==> config.mk <==
export PLATFORM = sky130hd
export DESIGN_NAME = cmd_link_master
export DESIGN_NICKNAME = d
export VERILOG_FILES = /design/src/rtl/cmd_link_pkg.sv /design/src/rtl/cmd_frame_tx.sv /design/src/rtl/cmd_frame_rx.sv /design/src/rtl/cmd_delay_table.sv /design/src/rtl/cmd_link_master.sv
export SDC_FILE = /design/constraint.sdc
export NUM_CORES = 1
export LEC_CHECK = 0
export ABC_CLOCK_PERIOD_IN_PS = 3720
export BUFFER_PORTS_ARGS = -buffer_cell sky130_fd_sc_hd__buf_2
export CAP_MARGIN = 5
export CORE_MARGIN = 5
export CORE_UTILIZATION = 54
export DETAILED_ROUTE_END_ITERATION = 10
export PLACE_DENSITY = 0.72
export SYNTH_ARGS = -nofsm -noshare
export SYNTH_HDL_FRONTEND = slang
export SYNTH_SLANG_ARGS = --single-unit
==> constraint.sdc <==
create_clock -name clk -period 3.72 [get_ports clk]
set_input_delay 0.372 -clock clk [delete_from_list [all_inputs] [get_ports clk]]
set_output_delay 0.372 -clock clk [all_outputs]
set_load 0.02 [all_outputs]
==> src/rtl/cmd_link_pkg.sv <==
package cmd_link_pkg;
  localparam int ADDR_W  = 4;
  localparam int CMD_W   = 2;
  localparam int TAG_W   = 2;
  localparam int CHK_W   = ADDR_W;
  localparam int SYNC_W  = 4;
  localparam int FRAME_W = SYNC_W + ADDR_W + CMD_W + TAG_W + CHK_W;

  localparam logic [SYNC_W-1:0] SYNC_PAT   = 4'b1010;
  localparam logic [ADDR_W-1:0] BCAST_ADDR = '1;

  typedef enum logic [CMD_W-1:0] {
    CMD_LOGIC_RST = 2'b00,
    CMD_CPU_BOOT  = 2'b01,
    CMD_CYCLE_INC = 2'b10,
    CMD_SPARE     = 2'b11
  } node_cmd_e;

  typedef struct packed {
    logic [SYNC_W-1:0] sync;
    logic [ADDR_W-1:0] addr;
    logic [CMD_W-1:0]  cmd;
    logic [TAG_W-1:0]  tag;
    logic [CHK_W-1:0]  chk;
  } link_frame_t;

  function automatic link_frame_t make_frame(input logic [ADDR_W-1:0] a,
                                             input logic [CMD_W-1:0]  c,
                                             input logic [TAG_W-1:0]  t);
    link_frame_t f;
    f.sync = SYNC_PAT;
    f.addr = a;
    f.cmd  = c;
    f.tag  = t;
    f.chk  = a ^ {c, t};
    return f;
  endfunction
endpackage

==> src/rtl/cmd_frame_tx.sv <==
module cmd_frame_tx #(
  parameter int FRAME_W = 16
) (
  input  logic               clk,
  input  logic               rst,
  input  logic               load,
  input  logic [FRAME_W-1:0] frame,
  output logic               tx_line,
  output logic               busy
);
  localparam int CNT_W = $clog2(FRAME_W + 1);

  logic [FRAME_W-1:0] shreg;
  logic [CNT_W-1:0]   left;

  always_ff @(posedge clk) begin
    if (rst) begin
      shreg <= '0;
      left  <= '0;
    end else if (load) begin
      shreg <= frame;
      left  <= CNT_W'(FRAME_W);
    end else if (left != '0) begin
      shreg <= {shreg[FRAME_W-2:0], 1'b0};
      left  <= left - 1'b1;
    end
  end

  assign tx_line = shreg[FRAME_W-1];
  assign busy    = (left != '0);

  // a new frame is never loaded over one still being shifted out
  p_load_when_free_r7: assert property (@(posedge clk) disable iff (rst)
    load |-> !busy);
endmodule

==> src/rtl/cmd_frame_rx.sv <==
module cmd_frame_rx #(
  parameter int FRAME_W = 16
) (
  input  logic               clk,
  input  logic               rst,
  input  logic               rx_line,
  output logic               frame_valid,
  output logic [FRAME_W-1:0] frame
);
  localparam int CNT_W = $clog2(FRAME_W + 1);

  logic               active;
  logic [CNT_W-1:0]   got;
  logic [FRAME_W-1:0] shreg;

  always_ff @(posedge clk) begin
    if (rst) begin
      active      <= 1'b0;
      got         <= '0;
      shreg       <= '0;
      frame       <= '0;
      frame_valid <= 1'b0;
    end else begin
      frame_valid <= 1'b0;
      if (!active) begin
        if (rx_line) begin
          active <= 1'b1;
          shreg  <= {{(FRAME_W-1){1'b0}}, 1'b1};
          got    <= CNT_W'(1);
        end
      end else begin
        shreg <= {shreg[FRAME_W-2:0], rx_line};
        if (got == CNT_W'(FRAME_W - 1)) begin
          active      <= 1'b0;
          got         <= '0;
          frame       <= {shreg[FRAME_W-2:0], rx_line};
          frame_valid <= 1'b1;
        end else begin
          got <= got + 1'b1;
        end
      end
    end
  end

  // a complete frame takes a full frame time, so valid never repeats back to back
  p_rx_spacing_r5: assert property (@(posedge clk) disable iff (rst)
    frame_valid |=> !frame_valid);
endmodule

==> src/rtl/cmd_delay_table.sv <==
module cmd_delay_table #(
  parameter int DEPTH = 16,
  parameter int DW    = 12,
  localparam int AW   = $clog2(DEPTH)
) (
  input  logic          clk,
  input  logic          rst,
  input  logic          wr_en,
  input  logic [AW-1:0] wr_addr,
  input  logic [DW-1:0] wr_data,
  input  logic [AW-1:0] rd_addr,
  output logic [DW-1:0] rd_data
);
  logic [DW-1:0]    mem [DEPTH];
  logic [DW-1:0]    rd_q;
  logic [DEPTH-1:0] written;
  logic             written_q;

  // storage without reset so it maps onto block RAM
  always_ff @(posedge clk) begin
    if (wr_en) mem[wr_addr] <= wr_data;
    rd_q <= mem[rd_addr];
  end

  // per-entry valid flags give the cleared-on-reset view
  always_ff @(posedge clk) begin
    if (rst) begin
      written   <= '0;
      written_q <= 1'b0;
    end else begin
      written_q <= written[rd_addr];
      if (wr_en) written[wr_addr] <= 1'b1;
    end
  end

  assign rd_data = written_q ? rd_q : '0;
endmodule

==> src/rtl/cmd_link_master.sv <==
module cmd_link_master
  import cmd_link_pkg::*;
#(
  parameter int DLY_W   = 12,
  parameter int TMO_CYC = 4095
) (
  input  logic              clk,
  input  logic              rst,
  input  logic              req_valid,
  output logic              req_ready,
  input  logic [ADDR_W-1:0] req_addr,
  input  logic [CMD_W-1:0]  req_cmd,
  input  logic              tick,
  output logic              tx_line,
  input  logic              rx_line,
  output logic              done_ack,
  output logic              done_timeout,
  input  logic [ADDR_W-1:0] rd_addr,
  output logic [DLY_W-1:0]  rd_delay
);
  localparam int NODES = 2 ** ADDR_W;
  localparam logic [DLY_W-1:0] TMO_LIM = DLY_W'(TMO_CYC);

  typedef enum logic [1:0] {S_IDLE, S_BCAST, S_WAIT} mst_state_e;

  mst_state_e         state;
  logic               tick_s1, tick_s2, tick_rise;
  logic               bc_pend, host_bc;
  logic [TAG_W-1:0]   seq_tag;
  link_frame_t        sent_frame;
  logic [DLY_W-1:0]   loop_cnt;
  logic               launch_bc, launch_req, tx_load, tx_busy;
  link_frame_t        tx_frame;
  logic               rx_valid;
  logic [FRAME_W-1:0] rx_frame;
  logic               echo_match, tbl_we;

  assign tick_rise  = tick_s1 & ~tick_s2;
  assign req_ready  = (state == S_IDLE) && !bc_pend;
  assign launch_bc  = (state == S_IDLE) && bc_pend;
  assign launch_req = req_valid && req_ready;
  assign tx_load    = launch_bc || launch_req;

  always_comb begin
    if (bc_pend)
      tx_frame = make_frame(BCAST_ADDR, CMD_CYCLE_INC, '0);
    else if (req_addr == BCAST_ADDR)
      tx_frame = make_frame(req_addr, req_cmd, '0);
    else
      tx_frame = make_frame(req_addr, req_cmd, seq_tag);
  end

  assign echo_match = rx_valid && (rx_frame == FRAME_W'(sent_frame));
  assign tbl_we     = (state == S_WAIT) && echo_match;

  always_ff @(posedge clk) begin
    if (rst) begin
      state        <= S_IDLE;
      tick_s1      <= 1'b0;
      tick_s2      <= 1'b0;
      bc_pend      <= 1'b0;
      host_bc      <= 1'b0;
      seq_tag      <= '0;
      sent_frame   <= '0;
      loop_cnt     <= '0;
      done_ack     <= 1'b0;
      done_timeout <= 1'b0;
    end else begin
      done_ack     <= 1'b0;
      done_timeout <= 1'b0;
      tick_s1      <= tick;
      tick_s2      <= tick_s1;
      if (launch_bc) bc_pend <= 1'b0;
      if (tick_rise) bc_pend <= 1'b1;
      unique case (state)
        S_IDLE: begin
          if (launch_bc) begin
            state   <= S_BCAST;
            host_bc <= 1'b0;
          end else if (launch_req) begin
            if (req_addr == BCAST_ADDR) begin
              state   <= S_BCAST;
              host_bc <= 1'b1;
            end else begin
              state      <= S_WAIT;
              sent_frame <= tx_frame;
              seq_tag    <= seq_tag + 1'b1;
              loop_cnt   <= DLY_W'(1);
            end
          end
        end
        S_BCAST: begin
          if (!tx_busy) begin
            state    <= S_IDLE;
            done_ack <= host_bc;
          end
        end
        S_WAIT: begin
          if (echo_match) begin
            done_ack <= 1'b1;
            state    <= S_IDLE;
          end else if (loop_cnt == TMO_LIM) begin
            done_timeout <= 1'b1;
            state        <= S_IDLE;
          end else begin
            loop_cnt <= loop_cnt + 1'b1;
          end
        end
        default: state <= S_IDLE;
      endcase
    end
  end

  cmd_frame_tx #(.FRAME_W(FRAME_W)) u_tx (
    .clk     (clk),
    .rst     (rst),
    .load    (tx_load),
    .frame   (FRAME_W'(tx_frame)),
    .tx_line (tx_line),
    .busy    (tx_busy)
  );

  cmd_frame_rx #(.FRAME_W(FRAME_W)) u_rx (
    .clk         (clk),
    .rst         (rst),
    .rx_line     (rx_line),
    .frame_valid (rx_valid),
    .frame       (rx_frame)
  );

  cmd_delay_table #(.DEPTH(NODES), .DW(DLY_W)) u_tbl (
    .clk     (clk),
    .rst     (rst),
    .wr_en   (tbl_we),
    .wr_addr (sent_frame.addr),
    .wr_data (loop_cnt),
    .rd_addr (rd_addr),
    .rd_data (rd_delay)
  );

  // the two completion pulses are exclusive
  p_status_excl_r11: assert property (@(posedge clk) disable iff (rst)
    !(done_ack && done_timeout));

  // an accepted request closes the request port on the next cycle
  p_one_outstanding_r7: assert property (@(posedge clk) disable iff (rst)
    (req_valid && req_ready) |=> !req_ready);

  // the serial line is quiet whenever the controller is idle
  p_idle_quiet_r1: assert property (@(posedge clk) disable iff (rst)
    (state == S_IDLE) |-> !tx_busy);

  // a held tick is launched straight from idle
  p_tick_served_r8: assert property (@(posedge clk) disable iff (rst)
    (state == S_IDLE && bc_pend) |=> (state == S_BCAST));

  // the round-trip counter stays inside its window while waiting
  p_window_r6: assert property (@(posedge clk) disable iff (rst)
    (state == S_WAIT) |-> (loop_cnt != '0 && loop_cnt <= TMO_LIM));

  // a timeout only follows a wait that reached the limit
  p_timeout_src_r6: assert property (@(posedge clk) disable iff (rst)
    done_timeout |-> ($past(state) == S_WAIT && $past(loop_cnt) == TMO_LIM));
endmodule

==> metrics.txt, run 1 <==
I/O pin total=31; P_int=6.13 mW; DR vias/cell=5.92; Yosys warning count=0; post-layout min period=2.95 ns; Hold WS=0.0916 ns; Worst Path Buf+Inv=0; Unique masters post-synth=56; Global Route Usage Sum=19.5%; sequential power share=48.1%; post-detail-place hpwl=15500 um; antenna cells=0; hold crit path type=in -> reg; setup violators final=0; largest net degree at the start of global routing=55; RSZ-0062 raised after global routing=false; Worst Reg-to-Reg Cells=5; Final ANT Viol Nets=0; post-synthesis sequential area ratio=65.7%; CP Data Arrival Time=3.07 ns; Reg-to-Reg Start=sent_frame[9]$_SDFFE_PP0P_; Sw Pwr=2.03 mW; Worst Path Required=3.84 ns; Initial Util=55.1%; Die ar.=26300 um^2; GP Congestion=0.777; post-DR wirelength/cell=20.2 um; period utilization=79.4%; CTS resizes=0; Clock Root Buffer=clkbuf_16; clock share of power=40.7%; Slew HR=34.2%; clk_lat worst skew=0.50 ns; # Post-CTS Setup Buffers=0; Slowest cell on crit path=nor3_2; vias post-DR=7271; I/O Buffers=30; Post-Syn Area=12500 um^2; Yosys reg bits=315; post-route setup slack=0.765 ns; worst-margin pin slew=0.987 ns; vias in the first global route=7244; initial antenna violation count=0; startpoint types=register; Remaining DRCs=0; WS Path Type=reg -> reg; Rows=55; Initial DRC Count=452; hold depth=2; Final Max Slew Viols=0; family with the most delay on the worst path=simple AND/OR/NAND/NOR gates; clock slew at reported path FFs=0.06 ns; Hold Buf Count CTS=0; P_leak=5.03 nW; DP Worst Slack=0.747 ns; predominant post-synthesis flop cell=edfxtp_1; total grt overflow=0; worst r2r dst=u_tbl.mem[14][3]$_DFFE_PP_; Fmax=338 MHz; CTS Buf Count=34; crit-path max cell delay=0.89 ns; nets=941; Total Wirelength=24900 um; fillers=1693; peak supply drop=497 uV; Die Y=162 um; Max Cap Viol=0; mean post-synth cell area=14.2 um^2; Area Overhead vs Synth=13.1%; TritonCTS clock tree=yes; crit-path max FO=16; share of cells above drive strength 1=22.7%; ys async rst share=0%; final total power=8.17 mW; Net Sw Frac=24.9%; Synth Net Count=904; Worst setup EP type=register; Synth Instances=883; R2R setup slack=0.77 ns; Hold Startpoint=tick; first-pass GRT wire length=40300 um; DR pass1 iterations=5; setup tns final=0 ns; Final Skew=0.0193 ns; Pwr Density=577 nW/um^2; Core ar.=22700 um^2; EDFF count, synth=192; CTS Buffer Depth=3; combinational share of power=11.2%; H-tree lvl count=2; Fin. Hold Viols=0; post-layout util=62.4%; crit path cell chain=xnor2_2 -> nand4_1 -> nor4_4 -> nand2_2 -> nor3_2; CTS Sinks=315; DIE WIDTH=162 um; Worst Hold End=tick_s1$_SDFF_PP0_; status=finished clean
## state kept, by name, summed over array words and instances (netlist names), 12 cells and up
name,count
u_tbl.rd_q,12
u_rx.shreg,15
loop_cnt,12
u_tbl.written,16
sent_frame,13
u_rx.frame,16
u_tx.shreg,16
u_tbl.mem,192
## synth_stat cells (13+ instances only)
library cell | n | area share, %
o22ai_1 | 18 | 0.90
nand3_1 | 13 | 0.52
nor3_1 | 28 | 1.1
clkbuf_1 | 31 | 0.93
inv_1 | 28 | 0.84
and2_1 | 14 | 0.70
mux4_2 | 65 | 12
nand2_1 | 70 | 2.1
xnor2_1 | 16 | 1.1
nor2_1 | 74 | 2.2
dfxtp_1 | 123 | 20
nor3b_1 | 18 | 1.1
a21oi_1 | 56 | 2.2
o21ai_0 | 13 | 0.52
edfxtp_1 | 192 | 46
## worst max-delay path by stage
stage | start | end | slack, ns | depth (start not counted)
after floorplan | sent_frame[3]$_SDFFE_PP0P_ | u_tbl.mem[0][0]$_DFFE_PP_ | 0.65 | 6
after global placement | sent_frame[9]$_SDFFE_PP0P_ | u_tbl.mem[14][0]$_DFFE_PP_ | 0.87 | 5
after detailed placement | sent_frame[9]$_SDFFE_PP0P_ | u_tbl.mem[14][10]$_DFFE_PP_ | 0.75 | 5
after CTS | sent_frame[9]$_SDFFE_PP0P_ | u_tbl.mem[14][3]$_DFFE_PP_ | 0.75 | 5
after global routing | sent_frame[9]$_SDFFE_PP0P_ | u_tbl.mem[14][0]$_DFFE_PP_ | 0.54 | 5
final | sent_frame[9]$_SDFFE_PP0P_ | u_tbl.mem[14][3]$_DFFE_PP_ | 0.77 | 5
## cell usage in the layout, fill, tap and decap left out, drive strengths merged, types with 3 or more instances in the layout
cell / Yosys / final
inv: 28 / 30
clkbuf: 31 / 45
and2: 14 / 14
buf: 21 / 53
nand3b: 3 / 3
a31oi: 7 / 7
a32o: 3 / 3
o22ai: 18 / 18
or2: 7 / 7
clkinvlp: 0 / 4
nor3b: 18 / 18
nor4: 9 / 9
edfxtp: 192 / 192
a22oi: 3 / 3
nor3: 29 / 29
ha: 6 / 6
dfxtp: 123 / 123
nand3: 13 / 13
nand2b: 11 / 11
o211ai: 4 / 4
a211oi: 6 / 6
nor2b: 3 / 3
a21oi: 56 / 56
and4: 3 / 3
xnor2: 20 / 20
and3: 4 / 4
clkinv: 0 / 7
or3: 4 / 4
nand2: 71 / 71
nand4: 8 / 8
o21ai: 13 / 13
mux4: 65 / 65
nor2: 75 / 75
## through the flow
stage          std cells  area (um^2)
3_5_place_dp        1169        13000
6_report            1229        14200
2_1_floorplan        883        12500
3_3_place_gp        1169        13000
5_1_grt             1229        14200
4_1_cts             1229        14200
## layer usage
metal / GRT usage [%] / share of wire [%] / up-vias
li1: - / - / 3396
met1: 26.2 / 43 / 3662
met2: 33.7 / 51 / 168
met3: 2.77 / 4.2 / 45
met4: 5.19 / 2.1 / 0
met5: 0 / 0 / -
## logic make-up after synthesis
| family | count (synthesis) | synth area share [%] |
|---|---|---|
| adder cells (fa/ha/maj) | 6 | 0.600 |
| AO/OA/AOI/OAI | 119 | 5.73 |
| flip-flops | 315 | 65.7 |
| XOR/XNOR | 21 | 1.80 |
| multiplexers | 67 | 11.9 |
| AND/OR/NAND/NOR | 275 | 11.3 |
| buffers and inverters | 80 | 3.00 |
## power groups by stage
stage	Clock [mW]	Sequential, mW	Combinational, mW
2_1_floorplan	0	3.95	0.761
3_3_place_gp	0	4.00	0.905
3_5_place_dp	0	4.00	0.917
4_1_cts	3.38	3.93	0.919
5_1_grt	3.53	3.95	1.04
6_report	3.32	3.93	0.916
## area by class of cell
cell class / count / area, um^2 / share of cell area, %
clock buffers: 45 / 962 / 6.79
flip-flops and latches: 315 / 8230 / 58.1
multi-input cells: 488 / 4000 / 28.2
well taps: 285 / 357 / 2.52
clock inverters: 15 / 163 / 1.15
repair buffers: 53 / 350 / 2.47
inverters: 28 / 105 / 0.742
No activity file was read; power rests on OpenSTA's default activity.
==> inputs of run 2 (changes only) <==
ABC_CLOCK_PERIOD_IN_PS = 2500   (was 3720)
PLACE_DENSITY = 0.75   (was 0.72)
clock period = 2.5 ns   (was 3.72 ns; I/O delays follow)
==> run 2 against run 1 <==
Effect of this change: global-route usage grew 0.90 points; count of clock-buffer cells in the layout grew 3; via count is 2.1% higher; utilization up 0.71 points; clock skew shrank 0.0048 ns; maximum frequency is 26% higher; first-iteration DRC count increased by 48%; critical path type unchanged; largest cell class unchanged.
==> metrics.txt, run 2 (same netlist as run 1, synthesis figures left out) <==
nets=972 (+3.3%); GP Congestion=0.851 (+9.6%); total grt overflow=0 (unchanged); crit-path max FO=16 (unchanged); Die Y=162 um (unchanged); Worst Path Required=2.76 ns (-1.08 ns); vias in the first global route=7263 (+0.26%); Core ar.=22700 um^2 (unchanged); WS Path Type=reg -> reg; I/O Buffers=30 (unchanged); Worst Reg-to-Reg Cells=8 (+3); fillers=1683 (-0.59%); CTS Buffer Depth=3 (unchanged); I/O pin total=31 (unchanged); Rows=55 (unchanged); Initial Util=55.1% (unchanged); Final ANT Viol Nets=0 (unchanged); post-detail-place hpwl=17500 um (+13%); RSZ-0062 raised after global routing=false; family with the most delay on the worst path=simple AND/OR/NAND/NOR gates; Slowest cell on crit path=nor4_4; Area Overhead vs Synth=14.4%; Remaining DRCs=0 (unchanged); max reg flops=192 (unchanged); post-DR wirelength/cell=20.9 um (+3.4%); DR vias/cell=5.90 (-0.36%); Fmax=426 MHz (+26%); Max Cap Viol=0 (unchanged); Fin. Hold Viols=0 (unchanged); post-layout min period=2.35 ns (-0.606 ns); most frequent cells in the layout=edfxtp_1, dfxtp_1, nor2_1, nand2_1, mux4_2; setup tns final=0 ns (unchanged); CTS Sinks=315 (unchanged); Final Max Slew Viols=0 (unchanged); Top reg by flops=u_tbl.mem; status=finished clean; Reg-to-Reg Start=sent_frame[6]$_SDFFE_PP0P_; Worst Path Buf+Inv=2 (+2); Hold Startpoint=req_cmd[1]; CP dominant cell by count=nor4_4; largest net degree at the start of global routing=99 (+80%); initial antenna violation count=0 (unchanged); share of cells above drive strength 1=23.9% (+1.3 points); Initial DRC Count=668 (+48%); antenna cells=0 (unchanged); Worst setup EP type=register; P_leak=5.15 nW (+2.4%); period utilization=94.0% (+15 points); DIE WIDTH=162 um (unchanged); Clock Root Buffer=clkbuf_16; commonest non-fill, non-tap cell in the layout=edfxtp_1; hold crit path type=in -> reg; clk_lat worst skew=0.55 ns (+0.05 ns); startpoint types=register; Final Skew=0.0145 ns (-0.00484 ns); Total Wirelength=26300 um (+5.9%); Pwr Density=820 nW/um^2 (+42%); first-pass GRT wire length=41800 um (+3.6%); CTS Buf Count=31 (-8.8%); hold depth=3 (+1); setup violators final=0 (unchanged); DR pass1 iterations=5 (unchanged); final total power=11.7 mW (+44%); worst-margin pin slew=0.581 ns (-0.405 ns); crit path cell chain=xnor2_1 -> and4_1 -> nand4_1 -> nor4_4 -> nand2_2 -> buf_12 -> nor4_4 -> clkbuf_4; H-tree lvl count=1 (-1); Worst Hold End=sent_frame[7]$_SDFFE_PP0P_; Global Route Usage Sum=20.4% (+0.90 points); crit-path max cell delay=0.34 ns (-0.55 ns); R2R setup slack=0.15 ns (-0.61 ns); vias post-DR=7422 (+2.1%); Die ar.=26300 um^2 (unchanged); CP Data Arrival Time=2.61 ns (-0.46 ns); TritonCTS clock tree=yes; clock slew at reported path FFs=0.06 ns (about the same); peak supply drop=670 uV (+35%); Slew HR=61.1% (+27 points); # Post-CTS Setup Buffers=0 (unchanged); worst r2r dst=u_tbl.mem[4][2]$_DFFE_PP_
## run 2: where the power goes
part	leakage (nW)	switching [mW]	internal (mW)
registers	3.10	0.124	5.67
clock network	0.473	1.83	2.54
logic	1.58	0.975	0.609
## run 2: worst max path at each step
stage | from | end | slack (ns) | depth (start not counted)
after floorplan | sent_frame[3]$_SDFFE_PP0P_ | u_tbl.mem[12][0]$_DFFE_PP_ | -0.47 | 6
after global placement | sent_frame[2]$_SDFFE_PP0P_ | u_tbl.mem[11][7]$_DFFE_PP_ | 0.24 | 8
after detailed placement | sent_frame[3]$_SDFFE_PP0P_ | u_tbl.mem[12][7]$_DFFE_PP_ | 0.15 | 8
after CTS | sent_frame[3]$_SDFFE_PP0P_ | u_tbl.mem[4][4]$_DFFE_PP_ | 0.13 | 8
after global routing | sent_frame[1]$_SDFFE_PP0P_ | u_tbl.mem[4][2]$_DFFE_PP_ | 0.006 | 8
final | sent_frame[6]$_SDFFE_PP0P_ | u_tbl.mem[4][2]$_DFFE_PP_ | 0.15 | 8
## run 2: cell type report
cell class	count	area, um^2	area share, %
timing repair buffer	87	663	4.63
sequential	315	8230	57.4
clock buffer	48	891	6.22
tap	285	357	2.49
multi-input combinational	488	4010	28.0
inverter	28	105	0.734
clock inverter	8	72.6	0.507
## run 2: stage by stage
step	worst slack [ns]	hold slack (ns)	util, %	cells	cell area [um^2]
final	0.151	0.0374	63.1	1259	14300
after global routing	0.00639	0.0475	63.1	1259	14300
after CTS	0.131	0.0146	63.0	1258	14300
after detailed placement	0.152	0.451	58.6	1199	13300
after global placement	0.239	0.445	58.6	1199	13300
after floorplan	-0.471	0.378	-	883	12600
## run 2: per-layer routing
layer  global-route usage (%)  up-vias  share of wire (%)
met5                        0        -                  0
met2                     34.1      280                 49
met4                     4.81        0                2.1
met3                     3.60       43                7.6
li1                         -     3446                  -
met1                     28.3     3653                 41
## run 2: worst min-delay path, delay by kind of cell
| kind | cells | cell delay (ns) |
|---|---|---|
| buffers and inverters | 1 | 0.12 |
| and+or+nand+nor | 2 | 0.17 |
## run 2: repair_timing
item	4_1_cts	5_1_grt
hold buffers	3	0
endpoints found under the setup margin	0	12
endpoints found under the hold margin	3	0
gates resized for setup	0	4
